<file path="src/rtl/flag_alu_pkg.sv">
package flag_alu_pkg;

    localparam int unsigned DATA_W = 16;

    localparam logic [3:0] CLASS_ARITH = 4'b0001;
    localparam logic [3:0] CLASS_LOGIC = 4'b0010;
    localparam logic [3:0] CLASS_CMP   = 4'b0011;

    typedef enum logic [1:0] {
        UNIT_NONE  = 2'd0,
        UNIT_ARITH = 2'd1,
        UNIT_LOGIC = 2'd2,
        UNIT_CMP   = 2'd3
    } unit_e;

    typedef enum logic [3:0] {
        AR_ADD = 4'd0,
        AR_SUB = 4'd1,
        AR_MUL = 4'd2,
        AR_DIV = 4'd3
    } arith_op_e;

    typedef enum logic [3:0] {
        LG_AND = 4'd0,
        LG_OR  = 4'd1,
        LG_XOR = 4'd2
    } logic_op_e;

    typedef enum logic [1:0] {
        CM_EQ = 2'd0,
        CM_LT = 2'd1,
        CM_GT = 2'd2
    } cmp_op_e;

    typedef struct packed {
        logic we;
        logic sel;
        logic val;
    } flag_wr_t;

    function automatic unit_e class_to_unit(logic [3:0] cls);
        unit_e u;
        case (cls)
            CLASS_ARITH: u = UNIT_ARITH;
            CLASS_LOGIC: u = UNIT_LOGIC;
            CLASS_CMP:   u = UNIT_CMP;
            default:     u = UNIT_NONE;
        endcase
        return u;
    endfunction

endpackage

</file>
<file path="src/rtl/flag_alu_arith.sv">
module flag_alu_arith
    import flag_alu_pkg::*;
#(
    parameter int unsigned W = DATA_W
) (
    input  logic [3:0]   mods,
    input  logic [3:0]   op,
    input  logic [W-1:0] a,
    input  logic [W-1:0] b,
    output logic [W-1:0] result,
    output flag_wr_t     flag
);
    localparam logic [W-1:0] MIN_NEG = {1'b1, {(W-1){1'b0}}};
    localparam logic [W-1:0] ALL_ONE = {W{1'b1}};
    localparam logic [W-1:0] ONE     = {{(W-1){1'b0}}, 1'b1};

    logic sgn, ovf_req, sel, inv;
    assign sgn     = mods[3];
    assign ovf_req = mods[2];
    assign sel     = mods[1];
    assign inv     = mods[0];

    logic [W:0]            sum_u, diff_u;
    logic [2*W-1:0]        prod_u;
    logic signed [2*W-1:0] ext_a, ext_b, prod_s;
    logic [2*W-W:0]        prod_hi_s;
    logic                  div_zero, div_wrap;
    logic [W-1:0]          divisor;
    logic [W-1:0]          quot_u;
    logic signed [W-1:0]   quot_s;

    assign sum_u     = {1'b0, a} + {1'b0, b};
    assign diff_u    = {1'b0, a} - {1'b0, b};
    assign prod_u    = {{W{1'b0}}, a} * {{W{1'b0}}, b};
    assign ext_a     = {{W{a[W-1]}}, a};
    assign ext_b     = {{W{b[W-1]}}, b};
    assign prod_s    = ext_a * ext_b;
    assign prod_hi_s = prod_s[2*W-1:W-1];

    assign div_zero = (b == '0);
    assign div_wrap = sgn && (a == MIN_NEG) && (b == ALL_ONE);
    assign divisor  = (div_zero || div_wrap) ? ONE : b;
    assign quot_u   = a / divisor;
    assign quot_s   = $signed(a) / $signed(divisor);

    logic [W-1:0] raw;
    logic         ovf, known;

    always_comb begin
        raw   = '0;
        ovf   = 1'b0;
        known = 1'b1;
        case (op)
            AR_ADD: begin
                raw = sum_u[W-1:0];
                ovf = sgn ? ((a[W-1] == b[W-1]) && (sum_u[W-1] != a[W-1]))
                          : sum_u[W];
            end
            AR_SUB: begin
                raw = diff_u[W-1:0];
                ovf = sgn ? ((a[W-1] != b[W-1]) && (diff_u[W-1] != a[W-1]))
                          : diff_u[W];
            end
            AR_MUL: begin
                raw = sgn ? prod_s[W-1:0] : prod_u[W-1:0];
                ovf = sgn ? !((&prod_hi_s) || !(|prod_hi_s))
                          : (|prod_u[2*W-1:W]);
            end
            AR_DIV: begin
                if (div_zero) begin
                    raw = ALL_ONE;
                    ovf = 1'b1;
                end else if (sgn) begin
                    raw = quot_s;
                    ovf = div_wrap;
                end else begin
                    raw = quot_u;
                    ovf = 1'b0;
                end
            end
            default: known = 1'b0;
        endcase
    end

    assign result   = known ? (inv ? ~raw : raw) : '0;
    assign flag.we  = known && ovf_req;
    assign flag.sel = sel;
    assign flag.val = ovf;

endmodule

</file>
<file path="src/rtl/flag_alu_logic.sv">
module flag_alu_logic
    import flag_alu_pkg::*;
#(
    parameter int unsigned W = DATA_W
) (
    input  logic [3:0]   mods,
    input  logic [3:0]   op,
    input  logic [W-1:0] a,
    input  logic [W-1:0] b,
    output logic [W-1:0] result,
    output flag_wr_t     flag
);
    logic zero_req, sel, flip, inv;
    assign zero_req = mods[3];
    assign sel      = mods[2];
    assign flip     = mods[1];
    assign inv      = mods[0];

    logic [W-1:0] raw, shaped;
    logic         known;

    always_comb begin
        known = 1'b1;
        case (op)
            LG_AND:  raw = a & b;
            LG_OR:   raw = a | b;
            LG_XOR:  raw = a ^ b;
            default: begin
                raw   = '0;
                known = 1'b0;
            end
        endcase
    end

    assign shaped   = inv ? ~raw : raw;
    assign result   = known ? shaped : '0;
    assign flag.we  = known && zero_req;
    assign flag.sel = sel;
    assign flag.val = (shaped == '0) ^ flip;

endmodule

</file>
<file path="src/rtl/flag_alu_cmp.sv">
module flag_alu_cmp
    import flag_alu_pkg::*;
#(
    parameter int unsigned W = DATA_W
) (
    input  logic [3:1]   mods,
    input  logic [1:0]   op,
    input  logic [W-1:0] a,
    input  logic [W-1:0] b,
    output logic [W-1:0] result,
    output flag_wr_t     flag
);
    logic sgn, sel, flip;
    assign sgn  = mods[3];
    assign sel  = mods[2];
    assign flip = mods[1];

    logic is_eq, is_lt, is_gt, outcome, known;

    assign is_eq = (a == b);
    assign is_lt = sgn ? ($signed(a) < $signed(b)) : (a < b);
    assign is_gt = sgn ? ($signed(a) > $signed(b)) : (a > b);

    always_comb begin
        known = 1'b1;
        case (op)
            CM_EQ:   outcome = is_eq;
            CM_LT:   outcome = is_lt;
            CM_GT:   outcome = is_gt;
            default: begin
                outcome = 1'b0;
                known   = 1'b0;
            end
        endcase
    end

    assign result   = {{(W-1){1'b0}}, outcome};
    assign flag.we  = known;
    assign flag.sel = sel;
    assign flag.val = outcome ^ flip;

endmodule

</file>
<file path="src/rtl/flag_alu.sv">
module flag_alu
    import flag_alu_pkg::*;
#(
    parameter int unsigned W = DATA_W
) (
    input  logic         clk,
    input  logic         rst,
    input  logic         in_valid,
    input  logic [3:0]   in_class,
    input  logic [3:0]   in_mod,
    input  logic [3:0]   in_op,
    input  logic [W-1:0] in_a,
    input  logic [W-1:0] in_b,
    output logic         out_valid,
    output logic [W-1:0] out_result,
    output logic         out_flag_we,
    output logic         out_flag_sel,
    output logic         out_flag_val
);
    unit_e        unit;
    logic         accept;
    logic [W-1:0] res_ar, res_lg, res_cm, res_sel;
    flag_wr_t     fl_ar, fl_lg, fl_cm, fl_sel;

    assign unit   = class_to_unit(in_class);
    assign accept = in_valid && (unit != UNIT_NONE);

    flag_alu_arith #(.W(W)) u_arith (
        .mods(in_mod), .op(in_op), .a(in_a), .b(in_b),
        .result(res_ar), .flag(fl_ar)
    );

    flag_alu_logic #(.W(W)) u_logic (
        .mods(in_mod), .op(in_op), .a(in_a), .b(in_b),
        .result(res_lg), .flag(fl_lg)
    );

    flag_alu_cmp #(.W(W)) u_cmp (
        .mods(in_mod[3:1]), .op(in_op[1:0]), .a(in_a), .b(in_b),
        .result(res_cm), .flag(fl_cm)
    );

    always_comb begin
        case (unit)
            UNIT_ARITH: begin res_sel = res_ar; fl_sel = fl_ar; end
            UNIT_LOGIC: begin res_sel = res_lg; fl_sel = fl_lg; end
            UNIT_CMP:   begin res_sel = res_cm; fl_sel = fl_cm; end
            default:    begin res_sel = '0;     fl_sel = '0;    end
        endcase
    end

    always_ff @(posedge clk) begin
        if (rst) begin
            out_valid    <= 1'b0;
            out_result   <= '0;
            out_flag_we  <= 1'b0;
            out_flag_sel <= 1'b0;
            out_flag_val <= 1'b0;
        end else begin
            out_valid    <= accept;
            out_result   <= accept ? res_sel : '0;
            out_flag_we  <= accept && fl_sel.we;
            out_flag_sel <= fl_sel.sel;
            out_flag_val <= fl_sel.val;
        end
    end

endmodule

</file>
<file path="config.mk">
export PLATFORM = sky130hd
export DESIGN_NAME = flag_alu
export DESIGN_NICKNAME = d
export VERILOG_FILES = /design/src/rtl/flag_alu_pkg.sv /design/src/rtl/flag_alu_arith.sv /design/src/rtl/flag_alu_logic.sv /design/src/rtl/flag_alu_cmp.sv /design/src/rtl/flag_alu.sv
export SDC_FILE = /design/constraint.sdc
export NUM_CORES = 2
export LEC_CHECK = 0
export BUFFER_PORTS_ARGS = -buffer_cell sky130_fd_sc_hd__buf_2
export CORE_MARGIN = 1
export CORE_UTILIZATION = 45
export CTS_CLUSTER_SIZE = 28
export DETAILED_ROUTE_END_ITERATION = 7
export GPL_TIMING_DRIVEN = 0
export PLACE_DENSITY_LB_ADDON = 0.1
export SYNTH_ARGS = -nofsm -noshare
export SYNTH_HDL_FRONTEND = slang
export SYNTH_SLANG_ARGS = --single-unit
</file>
<file path="constraint.sdc">
create_clock -name clk -period 43.8 [get_ports clk]
set_input_delay 0 -clock clk [delete_from_list [all_inputs] [get_ports clk]]
set_output_delay 0 -clock clk [all_outputs]
set_load 0.1 [all_outputs]
</file>
### Word-level counts from Yosys, hierarchy flattened

Index checks and enable logic that the tools add are counted.

* muxes and demuxes: 25
* reductions and logical operators: 24
* $mul: 2
* divide/modulo/power cells: 2
* bitwise gates (word level): 8
* add/sub/neg operators: 2
* equality and inequality tests: 18
* order comparisons: 4

Operator list (count)
* 16-bit two-way mux: 8
* 16-bit case mux with 3 select lines: 2
* 16-bit by 16-bit multiplier with 32-bit output: 2
* 16-bit case mux with 4 select lines: 1
* 16-bit by 16-bit divider with 16-bit output: 2
* 16-bit equality test, second input constant: 2
* 16-bit greater-than comparator: 2
* 16-bit logical NOT: 2
* 16-bit < comparator: 2
* 16-bit inverter: 2
* 16-bit by 16-bit adder with 17-bit output: 1
* 17-bit AND reduction: 1
* 17-bit OR reduction: 1
* 16-bit by 16-bit subtractor with 17-bit output: 1
* 16-bit AND: 1
* 16-bit equality test: 1
* 4-bit by 2-bit equality test with 1-bit output, second input constant: 4
* 16-bit bitwise OR: 1
* 16-bit OR reduction: 1
* 16-bit XOR: 1
* 1-bit two-way mux: 10
* 3-bit case mux with 3 select lines: 1
* 4-bit by 1-bit equality test with 1-bit output, second input constant: 2
* 1-bit logical AND: 8
* other kinds (17): 26

* flip-flop bits (word level): 20
* input bits: 47
* word-level logic and storage cells: 90
* output and inout bits: 20

### Depth between registers and ports, before layout

* word-level depth: 13
* depth in mapped cells: 167

### Cells and area by module

Synthesis repeated with hierarchy kept, for this count alone.

* cells, all modules: 4602
* area, all modules: 35142.5 um2

Modules (own cells, without submodules)
* flag_alu_arith: times used 1, cells each 4203, sequential area each 0.0 um2, area each 32047.0 um2
* flag_alu_logic: times used 1, cells each 222, sequential area each 0.0 um2, area each 1508.9 um2
* flag_alu: times used 1, cells each 89, sequential area each 400.4 um2, area each 939.7 um2
* flag_alu_cmp: times used 1, cells each 88, sequential area each 0.0 um2, area each 646.9 um2

### Worst setup path before layout

No wires, ideal clock.

* path type: input port to flip-flop
* start: input port in_a[0]
* end: register out_result[13]
* setup time: 0.124 ns
* required time: 43.676 ns
* cell stages on the path: 146
* arrival: 31.457 ns
* path slack: 12.218 ns
* buffers on the path: 17
* cell sequence: clkbuf_1 -> inv_1 -> buf_1 -> ha_1 -> or4b_1 -> buf_2 -> nor2_1 -> nand4_1 -> clkbuf_1 -> clkbuf_1 -> nand2_1 -> ha_1 -> nor2b_1 -> nand4_1 -> a211oi_1 -> and3_1 -> and3_1 -> a41oi_1 -> [110 not listed] -> o21a_1 -> clkbuf_1 -> inv_1 -> clkbuf_1 -> o31ai_1 -> ha_1 -> a21o_1 -> a21o_1 -> a21oi_1 -> nand2_1 -> o21ai_0 -> and4_1 -> clkbuf_1 -> a41oi_1 -> xnor2_1 -> a311o_1 -> and3_1 -> a2111o_1

* cells in the longest elaborated chain, start to end: 13
* elaborated cells between the ends (all ways): 19

RTL lines
* start: declaration: line flag_alu.sv:12 `input logic [W-1:0] in_a,`
* 16-bit equality test: line flag_alu_arith.sv:41 `assign div_wrap = sgn && (a == MIN_NEG) && (b == ALL_ONE);`
* 1-bit logical AND (2 in series): line flag_alu_arith.sv:41
* 1-bit logical OR: line flag_alu_arith.sv:42 `assign divisor = (div_zero || div_wrap) ? ONE : b;`
* 16-bit two-way mux: line flag_alu_arith.sv:42
* 16-bit by 16-bit divider with 16-bit output (on tied branches): line flag_alu_arith.sv:43, flag_alu_arith.sv:44
* 16-bit two-way mux: line flag_alu_arith.sv:73 `end else if (sgn) begin`
* 16-bit two-way mux: line flag_alu_arith.sv:70 `if (div_zero) begin`
* 16-bit case mux with 4 select lines *: line flag_alu_arith.sv:53 `case (op)`
* 16-bit inverter: line flag_alu_arith.sv:85 `assign result = known ? (inv ? ~raw : raw) : '0;`
* 16-bit two-way mux * (2 in series): line flag_alu_arith.sv:85
* 16-bit case mux with 3 select lines *: line flag_alu.sv:44 `case (unit)`
* end signal: assignment: line flag_alu.sv:61 `out_result <= accept ? res_sel : '0;`
* end: declaration: line flag_alu.sv:15 `output logic [W-1:0] out_result,`

Mark *: on every way between the ends. The rest lies on a longest branch, timed or not.
A chain may end at the register's enable or synchronous reset.

### Worst setup path in the final report

* start: input port in_a[0]
* end: register out_result[8]

The elaborated chain is that of the path after synthesis.

==> reports/results.ini <==
[outcome]
status=finished clean

[job]
max_cap_viol_count=0

[detailed_routing]
route.antenna.remaining_nets=0
drt_pass1_iterations=7
vias_post_dr=32900
top_signal_layer_used=met5
route.detailed.drc=0
met1Wirelength_um=55900
drt_wl_total_um=127000
met2_length_um=53800
final_routed_wire_length_divided_by_cell_count_um=23.5
met3_wirelength_um=11900
drt_iter0_drc=3274
via_per_inst=6.09

[cells_and_area]
post_route_cells_drive_above_1_share_pct=5.62
sequential_cell_area_um2=400
multiInputGateArea_um2=29900
layout.filler_cells=7573
antenna_diode_count=0
finish.net_count=5299
layout-area-overhead-vs-synth_pct=5.46

[placed_design]
place.detailed.hpwl_um=106000
portBuffers=65
gp_congestion=1.03

[worst_setup_path]
worst_path_dominant_cell_family=compound AO/OA/AOI/OAI gates
worstSetupEndpointType=flip-flop
critical-path-top-cell-by-count=ha_1
required_ps=43930
crit_path_start_kind=input port
worst-endpoint-arrival_ps=41560
crit_path_max_fanout=16
class_of_the_most_critical_setup_path=input port to flip-flop
critPathMaxStageDelay_ps=760
cp.buffers_inverters=24
cpMaxStageDelayCell=clkbuf_1

[synth]
ys_types=108
synthesis.instances=4357
synth.cell_area_um2=33100
synth.yosys.warnings=0
synth_seq_cells=20
syn-num-nets=5221
synthDominantCellAreaShare_pct=22.3
seq_area_frac_synth_pct=1.21
post_syn_area_per_cell_um2=7.59
synth_top_area_cell=fa_1
postSynth.asyncResetShare_pct=0
synth-main-ff-cell=dfxtp_1
synth_enable_flop_cells=0
synthTopCellsByArea=fa_1 (22%), ha_1 (17%), inv_1 (6.2%)

[sta]
timing_worst_slew_pin_value_ps=1440
totalNegativeSetupSlack_ps=0
final-max-slew-violation-count=0
fin_crit_sh_pct=94.6
fin_crit_ps=41440
rsz0062_at_grt=no
max_slew_margin_pct=3.86
setup-violations-final=0
achievable-frequency_mhz=24.1
hold_viol_final=0

[hold_path]
worstHoldPathCells=3
min_delay_worst_endpoint=out_flag_sel$_SDFF_PP0_
min-delay-start=in_class[2]
hold_path.class=input port to flip-flop

[die]
placementRows=99
design.core.area_um2=72800
die-width_um=273
die_area_um2=74600
io-pin-count=67
floorplan.initialDensity_pct=45.4
die_height_um=273

[clock_network]
cts-buffers-inserted=3
cts_tree=yes
clk_root_buffer_cell=clkbuf_16
cts_hold_buf=0
clk_transition_reported_paths_ps=50
numClockSinks=20
cts.htree.levels=1
clock_tree.buffer_depth=2

[global_routing]
grt_max_degree=19
grt_pass1_wl_um=191000
antenna_found_initial=9
globalRoute.totalOverflow=0
first_global_vias=31100
grtUsageTotal_pct=33.7

[power]
power_density_nw_per_um2=80.6
vdd_drop_max_mv=0.138
finalPower_uw=2810
power_leakage_uw=0.0163

[per-layer routing]
metal	vias to the layer above	GRT usage, %
li1	15300	-
met1	15900	47.7
met2	1433	51.1
met3	234	6.12
met4	12	11.2
met5	-	0
[worst max-delay path by stage]
stage                                      to  startpoint  depth (start not counted)  slack [ps]
finish               out_result[8]$_SDFF_PP0_     in_a[0]                        152        2360
global route         out_result[8]$_SDFF_PP0_     in_a[0]                        153          60
CTS                  out_result[8]$_SDFF_PP0_     in_a[0]                        149        1670
detailed placement   out_result[8]$_SDFF_PP0_     in_a[0]                        148        1570
global placement     out_result[8]$_SDFF_PP0_     in_a[0]                        150        1230
floorplan           out_result[13]$_SDFF_PP0_     in_a[0]                        146       12220
[cells in the mapped netlist (19+ instances only)]
master    count
xor2_1       81
dfxtp_1      20
nand2b_1     43
o21bai_1     21
inv_1       550
mux2_2       50
and2_1       21
nor2b_1      50
nor4_1       33
and3_1       39
o21a_1       78
buf_1        25
nand2_1     345
a211oi_1     50
buf_2        25
xnor2_1     191
o31ai_1      26
nor3_1      104
o22ai_1      19
ha_1        449
clkbuf_1    124
nor2_1      471
or3_1        36
a21o_1      102
o21ai_0     191
o211ai_1     32
fa_1        368
a21oi_1     249
nand4_1      51
mux2i_1      27
a31oi_1      61
nand3_1      71
[cells in the final DEF, fill, tap and decap left out, types with 15 or more instances in the layout]
cell type  instances
buf_1             23
ha_1             449
o31ai_1           26
o21ai_1           15
and3_1            39
or2_2             17
mux2_2            50
inv_1            548
nor2_1           471
xnor2_1          184
nand3_1           71
or3_1             36
buf_2             90
a211oi_1          48
o211ai_1          32
nand2b_1          43
mux2i_1           27
nor4_1            32
o21ai_0          190
clkbuf_1         122
a31oi_1           61
fa_1             368
nand2_1          344
o22ai_1           19
nand4_1           51
xor2_1            81
a22oi_1           15
o21a_1            78
a31o_2            17
and2_1            21
nor3_1           104
o21bai_1          21
a21o_1           102
dfxtp_1           20
a21boi_0          16
nor2b_1           50
a21oi_1          249
[through the flow]
step / cells / util [%] / hold WS, ps / setup WS (ps) / instance area [um^2]
after floorplan: 4357 / - / 114 / 12220 / 33100
after global placement: 5381 / 47.5 / 314 / 1230 / 34600
after detailed placement: 5387 / 47.7 / 312 / 1570 / 34800
after CTS: 5390 / 47.8 / 53.7 / 1670 / 34800
after global routing: 5392 / 47.9 / 62.1 / 62.4 / 34900
final: 5392 / 47.9 / 64.0 / 2360 / 34900
[sequential cells by signal (all words and copies together) (netlist names)]
signal	flops
out_flag_val	1
out_flag_we	1
out_flag_sel	1
out_valid	1
out_result	16
[power by group]
part | switching (uW) | total (uW) | internal [uW]
Combinational | 1650 | 2780 | 1130
Clock | 5.77 | 17.8 | 12.0
Sequential | 0.0974 | 18.8 | 18.7
[repair_timing]
action | in CTS | in global routing
resized for setup | 0 | 6
setup buffers | 0 | 6
setup endpoints to repair | 0 | 16
[layout make-up]
cell class              instances  area share [%]
multi-input cells            3595            85.7
inverters                     561            6.06
repair buffers                 77            1.32
flip-flops and latches         20            1.15
plain buffers                 177            2.10
clock buffers                   3           0.215
well taps                     959            3.44
[kinds of logic after synthesis]
| logic type | share of synthesized area (%) |
|---|---|
| and+or+nand+nor | 19.3 |
| AOI/OAI and AO/OA | 21.8 |
| adders and majority gates | 39.3 |
| buffers and inverters | 8.63 |
| xor gates and xnor gates | 7.20 |
| muxes | 2.60 |
| DFF | 1.21 |
Note: power is estimated with default switching activity, not from simulation.
